[src/rtl/sdc_pkg.sv]
package sdc_pkg;

  typedef enum logic [2:0] {
    CMD_NOP = 3'd0,
    CMD_ACT = 3'd1,
    CMD_PRE = 3'd2,
    CMD_RD  = 3'd3,
    CMD_WR  = 3'd4,
    CMD_MRS = 3'd5
  } cmd_e;

  // beats-minus-one mask for a burst-length code
  function automatic logic [2:0] len_mask(input logic [2:0] code);
    case (code)
      3'd1:    len_mask = 3'd1;
      3'd2:    len_mask = 3'd3;
      3'd3:    len_mask = 3'd7;
      default: len_mask = 3'd0;
    endcase
  endfunction

endpackage

[src/rtl/sdc_decode.sv]
module sdc_decode
  import sdc_pkg::*;
(
  input  logic cs_n,
  input  logic ras_n,
  input  logic cas_n,
  input  logic we_n,
  output cmd_e cmd
);

  always_comb begin
    cmd = CMD_NOP;
    if (!cs_n) begin
      case ({ras_n, cas_n, we_n})
        3'b011:  cmd = CMD_ACT;
        3'b010:  cmd = CMD_PRE;
        3'b101:  cmd = CMD_RD;
        3'b100:  cmd = CMD_WR;
        3'b000:  cmd = CMD_MRS;
        default: cmd = CMD_NOP;
      endcase
    end
  end

endmodule

[src/rtl/sdc_bank_table.sv]
module sdc_bank_table #(
  parameter int NB = 4,
  parameter int RW = 12,
  localparam int BW = $clog2(NB)
) (
  input  logic          clk,
  input  logic          rst_n,
  input  logic          act_valid,
  input  logic [BW-1:0] act_bank,
  input  logic [RW-1:0] act_row,
  input  logic          pre_valid,
  input  logic          pre_all,
  input  logic [BW-1:0] pre_bank,
  input  logic [NB-1:0] close_mask,
  output logic [NB-1:0] active_o,
  output logic [NB*RW-1:0] rows_o
);

  logic [NB-1:0] active_q;

  for (genvar b = 0; b < NB; b++) begin : g_bank
    logic [RW-1:0] row_q;
    logic          hit_act;
    logic          hit_close;

    assign hit_act   = act_valid && (act_bank == BW'(b));
    assign hit_close = (pre_valid && (pre_all || (pre_bank == BW'(b)))) || close_mask[b];

    always_ff @(posedge clk or negedge rst_n) begin
      if (!rst_n) begin
        active_q[b] <= 1'b0;
        row_q       <= '0;
      end else if (hit_act) begin
        active_q[b] <= 1'b1;
        row_q       <= act_row;
      end else if (hit_close) begin
        active_q[b] <= 1'b0;
      end
    end

    assign rows_o[b*RW +: RW] = row_q;
  end

  assign active_o = active_q;


  act_open_chk: assert property (@(posedge clk) disable iff (!rst_n)
    act_valid |=> active_q[$past(act_bank)]);


  pre_all_chk: assert property (@(posedge clk) disable iff (!rst_n)
    (pre_valid && pre_all && !act_valid) |=> (active_q == '0));

endmodule

[src/rtl/sdc_burst.sv]
module sdc_burst #(
  parameter int NB = 4,
  parameter int CW = 8,
  parameter int NBYTE = 4,
  localparam int BW = $clog2(NB)
) (
  input  logic             clk,
  input  logic             rst_n,
  input  logic             en,
  input  logic             start,
  input  logic             start_write,
  input  logic [BW-1:0]    start_bank,
  input  logic [CW-1:0]    start_col,
  input  logic             start_ap,
  input  logic [2:0]       len_mask,
  input  logic [NBYTE-1:0] dqm,
  output logic             valid_o,
  output logic             write_o,
  output logic [BW-1:0]    bank_o,
  output logic [CW-1:0]    col_o,
  output logic [NBYTE-1:0] bwe_o,
  output logic [NB-1:0]    close_mask_o
);

  logic             valid_q;
  logic             wr_q;
  logic             ap_q;
  logic [BW-1:0]    bank_q;
  logic [CW-1:0]    col_q;
  logic [NBYTE-1:0] bwe_q;
  logic [2:0]       rem_q;
  logic [CW-1:0]    grp_m;
  logic [CW-1:0]    col_nxt;
  logic [CW-1:0]    col_inc;

  assign grp_m   = CW'(len_mask_q);
  assign col_inc = col_q + 1'b1;
  assign col_nxt = (col_q & ~grp_m) | (col_inc & grp_m);

  // length captured at burst start so a later mode change does not bend it
  logic [2:0] len_mask_q;

  always_comb begin
    close_mask_o = '0;
    if (en) begin
      if (start) begin
        if ((rem_q != 3'd0) && ap_q) close_mask_o[bank_q] = 1'b1;
        if (start_ap && (len_mask == 3'd0)) close_mask_o[start_bank] = 1'b1;
      end else if ((rem_q == 3'd1) && ap_q) begin
        close_mask_o[bank_q] = 1'b1;
      end
    end
  end

  always_ff @(posedge clk or negedge rst_n) begin
    if (!rst_n) begin
      valid_q    <= 1'b0;
      wr_q       <= 1'b0;
      ap_q       <= 1'b0;
      bank_q     <= '0;
      col_q      <= '0;
      bwe_q      <= '0;
      rem_q      <= '0;
      len_mask_q <= '0;
    end else if (en) begin
      if (start) begin
        valid_q    <= 1'b1;
        wr_q       <= start_write;
        ap_q       <= start_ap;
        bank_q     <= start_bank;
        col_q      <= start_col;
        rem_q      <= len_mask;
        len_mask_q <= len_mask;
        bwe_q      <= start_write ? ~dqm : '0;
      end else if (rem_q != 3'd0) begin
        valid_q <= 1'b1;
        col_q   <= col_nxt;
        rem_q   <= rem_q - 3'd1;
        bwe_q   <= wr_q ? ~dqm : '0;
      end else begin
        valid_q <= 1'b0;
        bwe_q   <= '0;
      end
    end
  end

  assign valid_o = valid_q;
  assign write_o = wr_q;
  assign bank_o  = bank_q;
  assign col_o   = col_q;
  assign bwe_o   = bwe_q;


  burst_group_chk: assert property (@(posedge clk) disable iff (!rst_n)
    (en && !start && (rem_q != 3'd0)) |=> (col_q[CW-1:3] == $past(col_q[CW-1:3])));


  read_no_we_chk: assert property (@(posedge clk) disable iff (!rst_n)
    (!valid_q || !wr_q) |-> (bwe_q == '0));


  freeze_beat_chk: assert property (@(posedge clk) disable iff (!rst_n)
    !en |=> ($stable(col_q) && $stable(valid_q) && $stable(bwe_q) && $stable(rem_q)));

endmodule

[src/rtl/sdram_cmd_front.sv]
module sdram_cmd_front
  import sdc_pkg::*;
#(
  parameter int NUM_BANKS = 4,
  parameter int ADDR_W    = 12,
  parameter int COL_W     = 8,
  parameter int DATA_W    = 32,
  parameter int AP_BIT    = 10,
  localparam int BANK_W   = $clog2(NUM_BANKS),
  localparam int NBYTE    = DATA_W / 8
) (
  input  logic                        clk,
  input  logic                        rst_n,
  input  logic                        cke_i,
  input  logic                        cs_n_i,
  input  logic                        ras_n_i,
  input  logic                        cas_n_i,
  input  logic                        we_n_i,
  input  logic [BANK_W-1:0]           bank_i,
  input  logic [ADDR_W-1:0]           addr_i,
  input  logic [NBYTE-1:0]            dqm_i,
  output logic [2:0]                  cmd_o,
  output logic [NUM_BANKS-1:0]        bank_active_o,
  output logic [NUM_BANKS*ADDR_W-1:0] open_rows_o,
  output logic                        acc_valid_o,
  output logic                        acc_write_o,
  output logic [BANK_W-1:0]           acc_bank_o,
  output logic [COL_W-1:0]            acc_col_o,
  output logic [NBYTE-1:0]            byte_we_o,
  output logic                        proto_err_o
);

  cmd_e                 cmd;
  logic                 cke_q;
  logic                 en;
  logic [ADDR_W-1:0]    mode_q;
  logic [2:0]           cmd_q;
  logic                 err_q;
  logic [NUM_BANKS-1:0] active;
  logic [NUM_BANKS-1:0] close_mask;
  logic                 bank_open;
  logic                 is_col;
  logic                 act_ok;
  logic                 col_ok;
  logic                 bad;

  sdc_decode u_dec (
    .cs_n  (cs_n_i),
    .ras_n (ras_n_i),
    .cas_n (cas_n_i),
    .we_n  (we_n_i),
    .cmd   (cmd)
  );

  // clock-enable latency of one edge
  assign en        = cke_q;
  assign bank_open = active[bank_i];
  assign is_col    = (cmd == CMD_RD) || (cmd == CMD_WR);
  assign act_ok    = en && (cmd == CMD_ACT) && !bank_open;
  assign col_ok    = en && is_col && bank_open;
  assign bad       = en && (((cmd == CMD_ACT) && bank_open) || (is_col && !bank_open));

  always_ff @(posedge clk or negedge rst_n) begin
    if (!rst_n) begin
      cke_q  <= 1'b1;
      mode_q <= '0;
      cmd_q  <= 3'd0;
      err_q  <= 1'b0;
    end else begin
      cke_q <= cke_i;
      if (en) begin
        cmd_q <= cmd;
        if (cmd == CMD_MRS) mode_q <= addr_i;
        if (bad) err_q <= 1'b1;
      end
    end
  end

  sdc_bank_table #(
    .NB (NUM_BANKS),
    .RW (ADDR_W)
  ) u_banks (
    .clk        (clk),
    .rst_n      (rst_n),
    .act_valid  (act_ok),
    .act_bank   (bank_i),
    .act_row    (addr_i),
    .pre_valid  (en && (cmd == CMD_PRE)),
    .pre_all    (addr_i[AP_BIT]),
    .pre_bank   (bank_i),
    .close_mask (close_mask),
    .active_o   (active),
    .rows_o     (open_rows_o)
  );

  sdc_burst #(
    .NB    (NUM_BANKS),
    .CW    (COL_W),
    .NBYTE (NBYTE)
  ) u_burst (
    .clk          (clk),
    .rst_n        (rst_n),
    .en           (en),
    .start        (col_ok),
    .start_write  (cmd == CMD_WR),
    .start_bank   (bank_i),
    .start_col    (addr_i[COL_W-1:0]),
    .start_ap     (addr_i[AP_BIT]),
    .len_mask     (len_mask(mode_q[2:0])),
    .dqm          (dqm_i),
    .valid_o      (acc_valid_o),
    .write_o      (acc_write_o),
    .bank_o       (acc_bank_o),
    .col_o        (acc_col_o),
    .bwe_o        (byte_we_o),
    .close_mask_o (close_mask)
  );

  assign cmd_o         = cmd_q;
  assign bank_active_o = active;
  assign proto_err_o   = err_q;


  cs_mask_chk: assert property (@(posedge clk) disable iff (!rst_n)
    (en && cs_n_i) |=> (cmd_o == 3'd0));


  err_sticky_chk: assert property (@(posedge clk) disable iff (!rst_n)
    proto_err_o |=> proto_err_o);


  freeze_bank_chk: assert property (@(posedge clk) disable iff (!rst_n)
    !en |=> ($stable(bank_active_o) && $stable(open_rows_o) && $stable(cmd_o)));


  beat_start_chk: assert property (@(posedge clk) disable iff (!rst_n)
    col_ok |=> (acc_valid_o && (acc_col_o == $past(addr_i[COL_W-1:0]))));

endmodule

[config.mk]
export PLATFORM = sky130hd
export DESIGN_NAME = sdram_cmd_front
export DESIGN_NICKNAME = d
export VERILOG_FILES = /design/src/rtl/sdc_pkg.sv /design/src/rtl/sdc_decode.sv /design/src/rtl/sdc_bank_table.sv /design/src/rtl/sdc_burst.sv /design/src/rtl/sdram_cmd_front.sv
export SDC_FILE = /design/constraint.sdc
export NUM_CORES = 1
export LEC_CHECK = 0
export ABC_AREA = 1
export BUFFER_PORTS_ARGS = -buffer_cell sky130_fd_sc_hd__buf_2
export CAP_MARGIN = 25
export CORE_ASPECT_RATIO = 1.5
export CORE_MARGIN = 4
export CORE_UTILIZATION = 45
export CTS_CLUSTER_DIAMETER = 120
export DETAILED_ROUTE_END_ITERATION = 8
export GPL_ROUTABILITY_DRIVEN = 0
export PLACE_DENSITY_LB_ADDON = 0.1
export SYNTH_ARGS = -nofsm -noshare
export SYNTH_HDL_FRONTEND = slang
export SYNTH_HIERARCHICAL = 1
export SYNTH_SLANG_ARGS = --single-unit
[constraint.sdc]
create_clock -name clk -period 5.5 [get_ports clk]
set_clock_uncertainty 0.2 [all_clocks]
set_input_delay 1.1 -clock clk [delete_from_list [all_inputs] [get_ports clk]]
set_output_delay 1.1 -clock clk [all_outputs]
set_load 0.05 [all_outputs]
==> impl_results.md, run 1 <==
- Number of buffers created by CTS: 9
- Via count of the first global-routing pass: 3,084
- Status: complete, no violations
- Register clock-pin slew on the reported worst setup and hold paths: 0.06 ns
- CP top delay family: simple AND/OR/NAND/NOR gates
- Remaining global-route overflow: 0
- IR Drop Worst-Case VDD: 0.302 mV
- Maximum number of pins on one net before global-route repair: 45
- First-pass GRT wire length: 15.2 mm
- # hold bufs at CTS: 0
- Number of DRC violations after detailed-routing iteration 0: 188
- Drt wl/cell: 14.0 um
- Ratio of cells with drive above 1 in the final layout: 0.297
- Maximum clock rate: 294 MHz
- HPWL after detailed placement: 6.81 mm
- Via-per-instance ratio: 4.81
- Unrepaired setup endpoints after global routing: false
- Post-synthesis sequential area ratio: 0.529
- Number of diodes: 0
- Portion of total power attributed to combinational logic: 0.374
- Cell row count: 41
- Number of maximum-capacitance constraint violations: 0
- Die span in x: 84.3 um
- Post-Syn Instances: 452
- Time the worst path needs with I/O delays and setup: 3.40 ns
- Critical Path Start Type: input pin
- Synthesized area per cell: 8.68 um^2
- Worst hold slack: 0.276 ns
- Post-synthesis cell area: 0.00393 mm^2
- Port bufs: 96
- Met1 layer wirelength in the final routing: 3.75 mm
- Count of clock tree sinks: 83
- Starting density of the core: 0.464
- Clk root buf: clkbuf_16
- DIE AREA: 0.0103 mm^2
- Switching Fraction: 0.436
- Crit end category: flip-flop
- Part of the total power dissipated in sequential elements: 0.361
- Total track usage: 0.187
- Class of the worst hold path: flip-flop to flip-flop
- Yosys warnings: 6
- Met3 wirelength from detailed routing: 437 um
- Startpoint-to-endpoint class of the critical path: input pin to flip-flop
- Overall routed net length: 9.23 mm
- Post-route ant nets: 0
- TritonCTS clock tree: built
- Buffers inserted during post-CTS setup optimization: 0
- Max layer used: met4
- Initial DRT Pass Iterations: 4
- Number of buffers and inverters on the critical path: 4
- Vias post-DR: 3,171
- Cell repeated most along the worst path: nand2_1
- Total of cells resized after clock tree synthesis: 0
- P_sw: 1020 uW
- Number of distinct standard cells referenced by the synthesized netlist: 27
- Crit path DAT: 3.41 ns
- Final sum of negative setup slack: 0 ns
- Endpoints failing hold: 0
- Slew Limit Headroom: 0.559
- Clock Tree Buf Depth: 2
- Number of nets in the layout: 576
- Actual slew at the worst max-slew pin: 0.661 ns
- Areal power density over the cells: 494 mW/mm^2
- Post-synthesis net count: 481
- Met2 Wirelength: 4.89 mm
- Period utilisation layout: 0.618
- Max H-tree Level: 3
- Area growth syn-to-layout: 20.7%
- Y dimension of the die: 122 um
- Final Max Slew Viols: 0
- Worst skew pair latency: 0.34 ns
- I/O pin cnt: 97
- Data required time of the critical path: 5.51 ns
- Library cell contributing the largest single delay on the critical path: inv_1
- Clk pwr share: 0.265
- Detailed-route DRC error count: 0
- Int Pwr: 1320 uW
- Largest incremental delay on the critical path: 0.38 ns
- Flip-flop and latch count after synthesis: 83
- Leak: 0.00262 uW
- CP max FO: 21
- Placeable core region: 0.00846 mm^2
- Number of setup violations in the final report: 0
- Cell chain of the critical path: buf_2 -> inv_2 -> nand2_1 -> nand2_1 -> nand2_1 -> nor2_1 -> nand3_1 -> o21ai_1 -> nand2_1 -> nor2_1 -> buf_4 -> nand2_2 -> inv_1 -> a21oi_1 -> nor2_1 -> nor2_1 -> nand2_1 -> nand2_1
- Initial antenna violation count: 0
==> power by group through the flow <==
stage | Sequential (uW) | Clock [uW] | Combinational (uW)
floorplan | 1250 | 0 | 261
global placement | 855 | 0 | 872
detailed placement | 857 | 0 | 883
CTS | 848 | 635 | 886
global route | 864 | 660 | 943
finish | 846 | 621 | 876
==> Yosys cell counts <==
cell type / number / area, um^2
nand2_1: 146 / 548
dfrtp_1: 82 / 2050
inv_1: 51 / 191
o21ai_2: 36 / 315
nor2_1: 33 / 124
nand3_1: 21 / 105
o21ai_0: 17 / 85.1
o21ai_1: 17 / 85.1
buf_6: 11 / 124
a21oi_1: 8 / 40.0
ha_1: 4 / 50.1
nand2_2: 4 / 25.0
buf_4: 3 / 22.5
inv_2: 3 / 11.3
nor3_1: 3 / 15.0
nand3_2: 2 / 20.0
and3_1: 1 / 6.26
dfstp_2: 1 / 26.3
mux2_1: 1 / 11.3
nand2_4: 1 / 11.3
nand3b_1: 1 / 7.51
nand4_1: 1 / 6.26
nand4_2: 1 / 12.5
nor2_2: 1 / 6.26
nor3_2: 1 / 10.0
o211ai_1: 1 / 7.51
o22ai_1: 1 / 6.26
==> metrics by stage <==
step,total power (uW),utilization,instance area (um^2),setup slack [ns],std cells
2_1_floorplan,1510,-,3930,2.49,452
3_3_place_gp,1730,0.520,4400,1.91,642
3_5_place_dp,1740,0.523,4430,1.77,643
4_1_cts,2370,0.560,4740,2.12,659
5_1_grt,2470,0.560,4740,1.81,659
6_report,2340,0.560,4740,2.10,659
==> final timing paths <==
| path | to | slack [ns] | cells after the start | from |
|---|---|---|---|---|
| hold reg to reg | u_banks/g_bank[3].row_q[4] | 0.28 | 2 | u_banks/g_bank[3].row_q[4] |
| min in group asynchronous | u_burst/bwe_o[1] | 0.54 | 1 | rst_n |
| max in group asynchronous | cke_q | 3.93 | 2 | rst_n |
| setup reg to reg | u_banks/active_o[0] | 3.03 | 10 | cke_q |
| setup / recovery | u_banks/active_o[0] | 2.10 | 18 | cas_n_i |
| hold / removal | u_banks/g_bank[3].row_q[4] | 0.28 | 2 | u_banks/g_bank[3].row_q[4] |
==> cells in the final DEF, fill, tap and decap left out, types with 2 or more instances in the layout <==
| cell | count |
|---|---|
| o21ai_2 | 36 |
| nand3_2 | 2 |
| inv_6 | 2 |
| dfrtp_1 | 82 |
| inv_2 | 3 |
| ha_1 | 4 |
| clkbuf_16 | 9 |
| a21oi_1 | 8 |
| clkinvlp_4 | 2 |
| buf_2 | 95 |
| nand2_1 | 146 |
| inv_1 | 51 |
| nand3_1 | 21 |
| o21ai_0 | 17 |
| nor2_1 | 33 |
| nand2_2 | 4 |
| buf_4 | 2 |
| o21ai_1 | 17 |
| nor3_1 | 3 |
==> worst register-to-register path: cells and delay by family, from the launching register on <==
| family | cells | cell delay [ns] |
|---|---|---|
| DFF | 1 | 0.72 |
| and+or+nand+nor | 7 | 0.76 |
| buffers and inverters | 2 | 0.58 |
| AOI/OAI and AO/OA | 1 | 0.08 |
==> layer usage <==
layer	global-route usage	up-vias
met1	0.220	1467
met2	0.329	71
met4	0.0845	0
met5	0	-
li1	-	1620
met3	0.0369	13
==> flip-flops by register name, indices dropped and copies added, names as in the netlist, named ones only <==
signal,count
mode_q,3
u_burst/bank_o,2
u_burst/col_o,6
cke_q,1
cmd_o,3
u_banks/active_o,4
u_burst/valid_o,1
u_burst/write_o,1
u_burst/len_mask_q,3
proto_err_o,1
u_burst/ap_q,1
u_banks/g_bank.row_q,48
u_burst/rem_q,3
u_burst/bwe_o,4
==> kinds of logic after synthesis <==
| logic type | Yosys count | synth area share |
|---|---|---|
| buffers and inverters | 68 | 0.0889 |
| muxes | 1 | 0.00287 |
| DFF | 83 | 0.529 |
| and+or+nand+nor | 216 | 0.229 |
| AOI/OAI and AO/OA | 80 | 0.137 |
| adders and majority gates | 4 | 0.0128 |
==> final cells by class <==
class	count	area [um^2]
Sequential cell	83	2080
Timing Repair Buffer	98	518
Fill cell	803	3730
Clock buffer	9	225
Multi-Input combinational cell	301	1500
Inverter	54	203
Tap cell	107	134
Clock inverter	7	82.6
Note: power is estimated with default switching activity, not from simulation.
==> run 2: changes to the inputs <==
Clock period 5.5 ns to 3.3 ns, I/O delays scaled along.
==> impl_results.md, run 2 (same netlist as run 1, synthesis figures left out) <==
- Total of cells resized after clock tree synthesis: 0
- Maximum number of pins on one net before global-route repair: 45
- Area growth syn-to-layout: 20.8%
- Drt wl/cell: 13.7 um
- Detailed-route DRC error count: 0
- IR Drop Worst-Case VDD: 0.499 mV
- Actual slew at the worst max-slew pin: 0.588 ns
- Buffers inserted during post-CTS setup optimization: 0
- TritonCTS clock tree: built
- Register with the most flip-flops: u_banks/g_bank.row_q
- Ratio of cells with drive above 1 in the final layout: 0.300
- Final sum of negative setup slack: 0 ns
- Port bufs: 96
- DIE AREA: 0.0103 mm^2
- Commonest non-fill, non-tap cells in the layout: 146 x nand2_1, 95 x buf_2, 82 x dfrtp_1
- Slew Limit Headroom: 0.607
- Final Max Slew Viols: 0
- Clock Tree Buf Depth: 2
- Library cell contributing the largest single delay on the critical path: nand2_2
- Starting density of the core: 0.464
- Period utilisation layout: 0.775
- CP max FO: 25
- Die span in x: 84.3 um
- I/O pin cnt: 97
- Number of buffers created by CTS: 9
- Initial DRT Pass Iterations: 4
- Clk pwr share: 0.247
- Critical Path Start Type: input pin
- Cell repeated most along the worst path: nand2_1
- Cell chain of the critical path: buf_2 -> inv_2 -> nand2_1 -> nand2_1 -> nand2_1 -> nor2_1 -> nand2_1 -> nor2_1 -> and3_1 -> nand2_2 -> nand2_1 -> o21ai_2
- Cell row count: 41
- Vias post-DR: 3,166
- Y dimension of the die: 122 um
- Clk root buf: clkbuf_16
- Global routing met1 resource utilization: 0.214
- Count of clock tree sinks: 83
- Max H-tree Level: 3
- Most frequent standard cell in the layout excluding fill and tap cells: nand2_1
- Leak: 0.00263 uW
- Areal power density over the cells: 801 mW/mm^2
- Number of maximum-capacitance constraint violations: 0
- Worst skew pair latency: 0.33 ns
- Worst hold slack: 0.114 ns
- Initial antenna violation count: 0
- First-pass GRT wire length: 15.1 mm
- Crit end category: flip-flop
- Number of nets in the layout: 580
- Largest incremental delay on the critical path: 0.39 ns
- Number of DRC violations after detailed-routing iteration 0: 105
- Via-per-instance ratio: 4.78
- Global routing met2 resource utilization: 0.327
- Placeable core region: 0.00846 mm^2
- Int Pwr: 2150 uW
- # hold bufs at CTS: 0
- Endpoints failing hold: 0
- Via count of the first global-routing pass: 3,164
- Count of fill cells added during filler insertion: 822
- Unrepaired setup endpoints after global routing: false
- Overall routed net length: 9.05 mm
- P_sw: 1650 uW
- Post-route ant nets: 0
- Startpoint-to-endpoint class of the critical path: input pin to flip-flop
- Met3 track demand over resource in global routing: 0.0510
- HPWL after detailed placement: 6.79 mm
- Maximum clock rate: 391 MHz
- Total track usage: 0.184
- Status: complete, no violations
- Remaining global-route overflow: 0
- Data required time of the critical path: 3.30 ns
- Flip-flop count of the largest register after layout: 48
- Most used routing layer: met2
- Number of setup violations in the final report: 0
- Number of diodes: 0
- Class of the worst hold path: input pin to async pin
- Switching Fraction: 0.433
- Register clock-pin slew on the reported worst setup and hold paths: 0.06 ns
- Part of the total power dissipated in sequential elements: 0.369
- Portion of total power attributed to combinational logic: 0.384
- Time the worst path needs with I/O delays and setup: 2.56 ns
- Crit path DAT: 2.56 ns
-- run 2: final timing paths --
| kind | from | end | slack (ns) | cells past startpoint |
|---|---|---|---|---|
| max | cas_n_i | u_banks/g_bank[2].row_q[4] | 0.74 | 12 |
| min | rst_n | u_burst/bwe_o[3] | 0.11 | 1 |
| max reg2reg | cke_q | u_banks/g_bank[2].row_q[4] | 1.23 | 4 |
| min reg2reg | u_banks/g_bank[2].row_q[5] | u_banks/g_bank[2].row_q[5] | 0.28 | 2 |
| max in group asynchronous | rst_n | cke_q | 2.15 | 2 |
| min in group clk | cke_i | cke_q | 0.23 | 1 |
-- run 2: routing by layer --
| metal | wire length (um) | share of wire |
|---|---|---|
| met4 | 124 | 0.014 |
| met1 | 3770 | 0.42 |
| met2 | 4740 | 0.52 |
| met5 | 0 | 0 |
| met3 | 427 | 0.047 |
-- run 2: worst max-delay path: cells and delay by family --
kind	cells	cell delay, ns
simple gates	9	1.65
buf+inv	2	0.17
compound gates	1	0.07
-- run 2: cell type report --
class / instances / area, um^2 / area share
clock buffers: 12 / 256 / 0.0541
well taps: 107 / 134 / 0.0282
clock inverters: 4 / 25.0 / 0.00528
multi-input cells: 301 / 1500 / 0.316
flip-flops and latches: 83 / 2080 / 0.438
repair buffers: 102 / 548 / 0.116
inverters: 54 / 203 / 0.0427
-- run 2: power groups by stage --
stage	logic, uW	clock network (uW)	registers (uW)
after global routing	1580	1000	1440
after detailed placement	1470	0	1420
final	1460	937	1400
after CTS	1480	967	1410
after global placement	1450	0	1420
after floorplan	435	0	2090
-- run 2: stage by stage --
step | worst slack (ns) | instance area [um^2] | std cells | total power (uW) | util
5_1_grt | 0.470 | 4740 | 663 | 4020 | 0.560
4_1_cts | 0.733 | 4740 | 663 | 3850 | 0.560
2_1_floorplan | 0.731 | 3930 | 452 | 2520 | -
6_report | 0.742 | 4740 | 663 | 3800 | 0.560
3_3_place_gp | 0.498 | 4430 | 646 | 2880 | 0.524
3_5_place_dp | 0.414 | 4460 | 647 | 2900 | 0.527
==> run 3: changes to the inputs <==
Clock period 3.3 ns to 2.45 ns, I/O delays scaled along.
==> impl_results.md, run 3 (same netlist as run 1, synthesis figures left out) <==
- Met3 track demand over resource in global routing: 0.0564
- Initial DRT Pass Iterations: 5
- IR Drop Worst-Case VDD: 0.648 mV
- Global routing met1 resource utilization: 0.213
- Clk root buf: clkbuf_16
- Number of maximum-capacitance constraint violations: 0
- Drt wl/cell: 13.6 um
- Commonest non-fill, non-tap cells in the layout: 146 x nand2_1, 95 x buf_2, 82 x dfrtp_1
- Critical Path Start Type: input pin
- Remaining global-route overflow: 0
- Last element of the critical path: u_burst/col_o[0]
- Switching Fraction: 0.416
- Slew Limit Headroom: 0.642
- P_sw: 2260 uW
- Actual slew at the worst max-slew pin: 0.532 ns
- Number of buffers created by CTS: 9
- Clock Tree Buf Depth: 2
- Number of standard cells in the layout, taps in and fillers out: 673
- Cell chain of the critical path: buf_2 -> nor3_1 -> buf_4 -> inv_1 -> nand3_1 -> o21ai_1 -> nand2_1 -> nor2_1 -> buf_4 -> inv_1 -> nand3_1 -> o21ai_0 -> nand2_1 -> nand2_1 -> inv_1
- Number of nets in the layout: 590
- Count of clock tree sinks: 83
- Period utilisation layout: 0.853
- Number of setup violations in the final report: 0
- Cell row count: 41
- Flip-flop count of the largest register after layout: 48
- Final sum of negative setup slack: 0 ns
- Startpoint-to-endpoint class of the critical path: input pin to flip-flop
- Starting density of the core: 0.464
- Flop2flop setup slack: 0.61 ns
- Data required time of the critical path: 2.48 ns
- Violated checks: negative hold slack
- Clk pwr share: 0.287
- Library cell contributing the largest single delay on the critical path: nor3_1
- Initial antenna violation count: 0
- Buffers inserted during post-CTS setup optimization: 0
- Number of buffers and inverters on the critical path: 6
- Endpoints failing hold: 22
- Y dimension of the die: 122 um
- Time the worst path needs with I/O delays and setup: 2.09 ns
- Part of the total power dissipated in sequential elements: 0.350
- Largest incremental delay on the critical path: 0.26 ns
- Crit path DAT: 2.12 ns
- Register clock-pin slew on the reported worst setup and hold paths: 0.06 ns
- # hold bufs at CTS: 0
- Number of instances in the placed design: 657
- DIE AREA: 0.0103 mm^2
- Vias post-DR: 3,199
- Number of diodes: 0
- Post-route ant nets: 0
- Portion of total power attributed to combinational logic: 0.364
- TritonCTS clock tree: built
- Int Pwr: 3170 uW
- Final Max Slew Viols: 0
- Launch point of the worst reg-to-reg path: cke_q
- Via-per-instance ratio: 4.75
- Leak: 0.00273 uW
- CP top delay family: buffers and inverters
- Global routing met2 resource utilization: 0.316
- Most used routing layer: met2
- Overall routed net length: 9.12 mm
- I/O pin cnt: 97
- Placeable core region: 0.00846 mm^2
- Reg-to-reg endpoint: u_burst/col_o[0]
- Class of the worst hold path: input pin to async pin
- Die span in x: 84.3 um
- Total track usage: 0.184
- Crit path depth: 15
- Areal power density over the cells: 1100 mW/mm^2
- Maximum clock rate: 478 MHz
- Crit end category: flip-flop
- Detailed-route DRC error count: 0
- Status: complete, but fails checks
- Register with the most flip-flops: u_banks/g_bank.row_q
- Area growth syn-to-layout: 25.5%
- Port bufs: 96
- Via count of the first global-routing pass: 3,177
- Max H-tree Level: 3
- First-pass GRT wire length: 15.0 mm
- HPWL after detailed placement: 6.80 mm
- Startpoint of the worst setup timing path: we_n_i
- Unrepaired setup endpoints after global routing: false
- Most frequent standard cell in the layout excluding fill and tap cells: nand2_1
- Ratio of cells with drive above 1 in the final layout: 0.314
- Post-layout util: 0.582
- Worst skew pair latency: 0.33 ns
- Area after detailed placement: 0.00458 mm^2
- Number of DRC violations after detailed-routing iteration 0: 162
- FF-to-FF path depth: 8
- Fin area: 0.00493 mm^2
- Worst hold slack: -0.0361 ns
- Total of cells resized after clock tree synthesis: 0
- Maximum number of pins on one net before global-route repair: 84
- CP max FO: 8
run 3: cell count changes in the layout (fill, tap and decap cells not counted), moves of 2 or more:
cell / delta
buf_4: +6
buf_12: +5
bufinv_16: +3
clkbuf_8: -2
clkinv_2: -2
clkinv_4: +2
run 3: per-layer routing:
| layer | share of wire | up-vias |
|---|---|---|
| met5 | 0 | - |
| met4 | 0.019 | 0 |
| met3 | 0.054 | 12 |
| met2 | 0.52 | 67 |
| met1 | 0.40 | 1472 |
| li1 | - | 1648 |
run 3: worst min-delay path by stage:
stage                     cells after the start  slack (ns)                        start                          end
after floorplan                               0      -0.006                        rst_n                     cmd_o[0]
after CTS                                     2       0.001                        rst_n              u_burst/write_o
final                                         2       -0.04                        rst_n              u_burst/write_o
after global routing                          2       0.005                        rst_n             u_burst/rem_q[2]
after detailed placement                      2        0.26             u_burst/col_o[6]             u_burst/col_o[6]
after global placement                        2        0.26  u_banks/g_bank[2].row_q[11]  u_banks/g_bank[2].row_q[11]
run 3: through the flow:
step,power (uW),setup slack (ns)
CTS,5490,0.353
global route,5730,0.217
finish,5430,0.359
global placement,3890,0.0647
floorplan,3400,0.0513
detailed placement,3910,0.0362
run 3: power groups by stage:
stage / Clock, uW / Combinational (uW) / Sequential (uW)
after floorplan: 0 / 586 / 2810
after global placement: 0 / 1970 / 1920
after detailed placement: 0 / 1990 / 1920
after CTS: 1590 / 2000 / 1900
after global routing: 1650 / 2140 / 1940
final: 1560 / 1970 / 1900
run 3: final cells by class:
| type | count | area [um^2] |
|---|---|---|
| Multi-Input combinational cell | 301 | 1500 |
| Fill cell | 796 | 3540 |
| Timing Repair Buffer | 112 | 666 |
| Clock inverter | 7 | 124 |
| Sequential cell | 83 | 2080 |
| Tap cell | 107 | 134 |
| Clock buffer | 9 | 225 |
| Inverter | 54 | 203 |
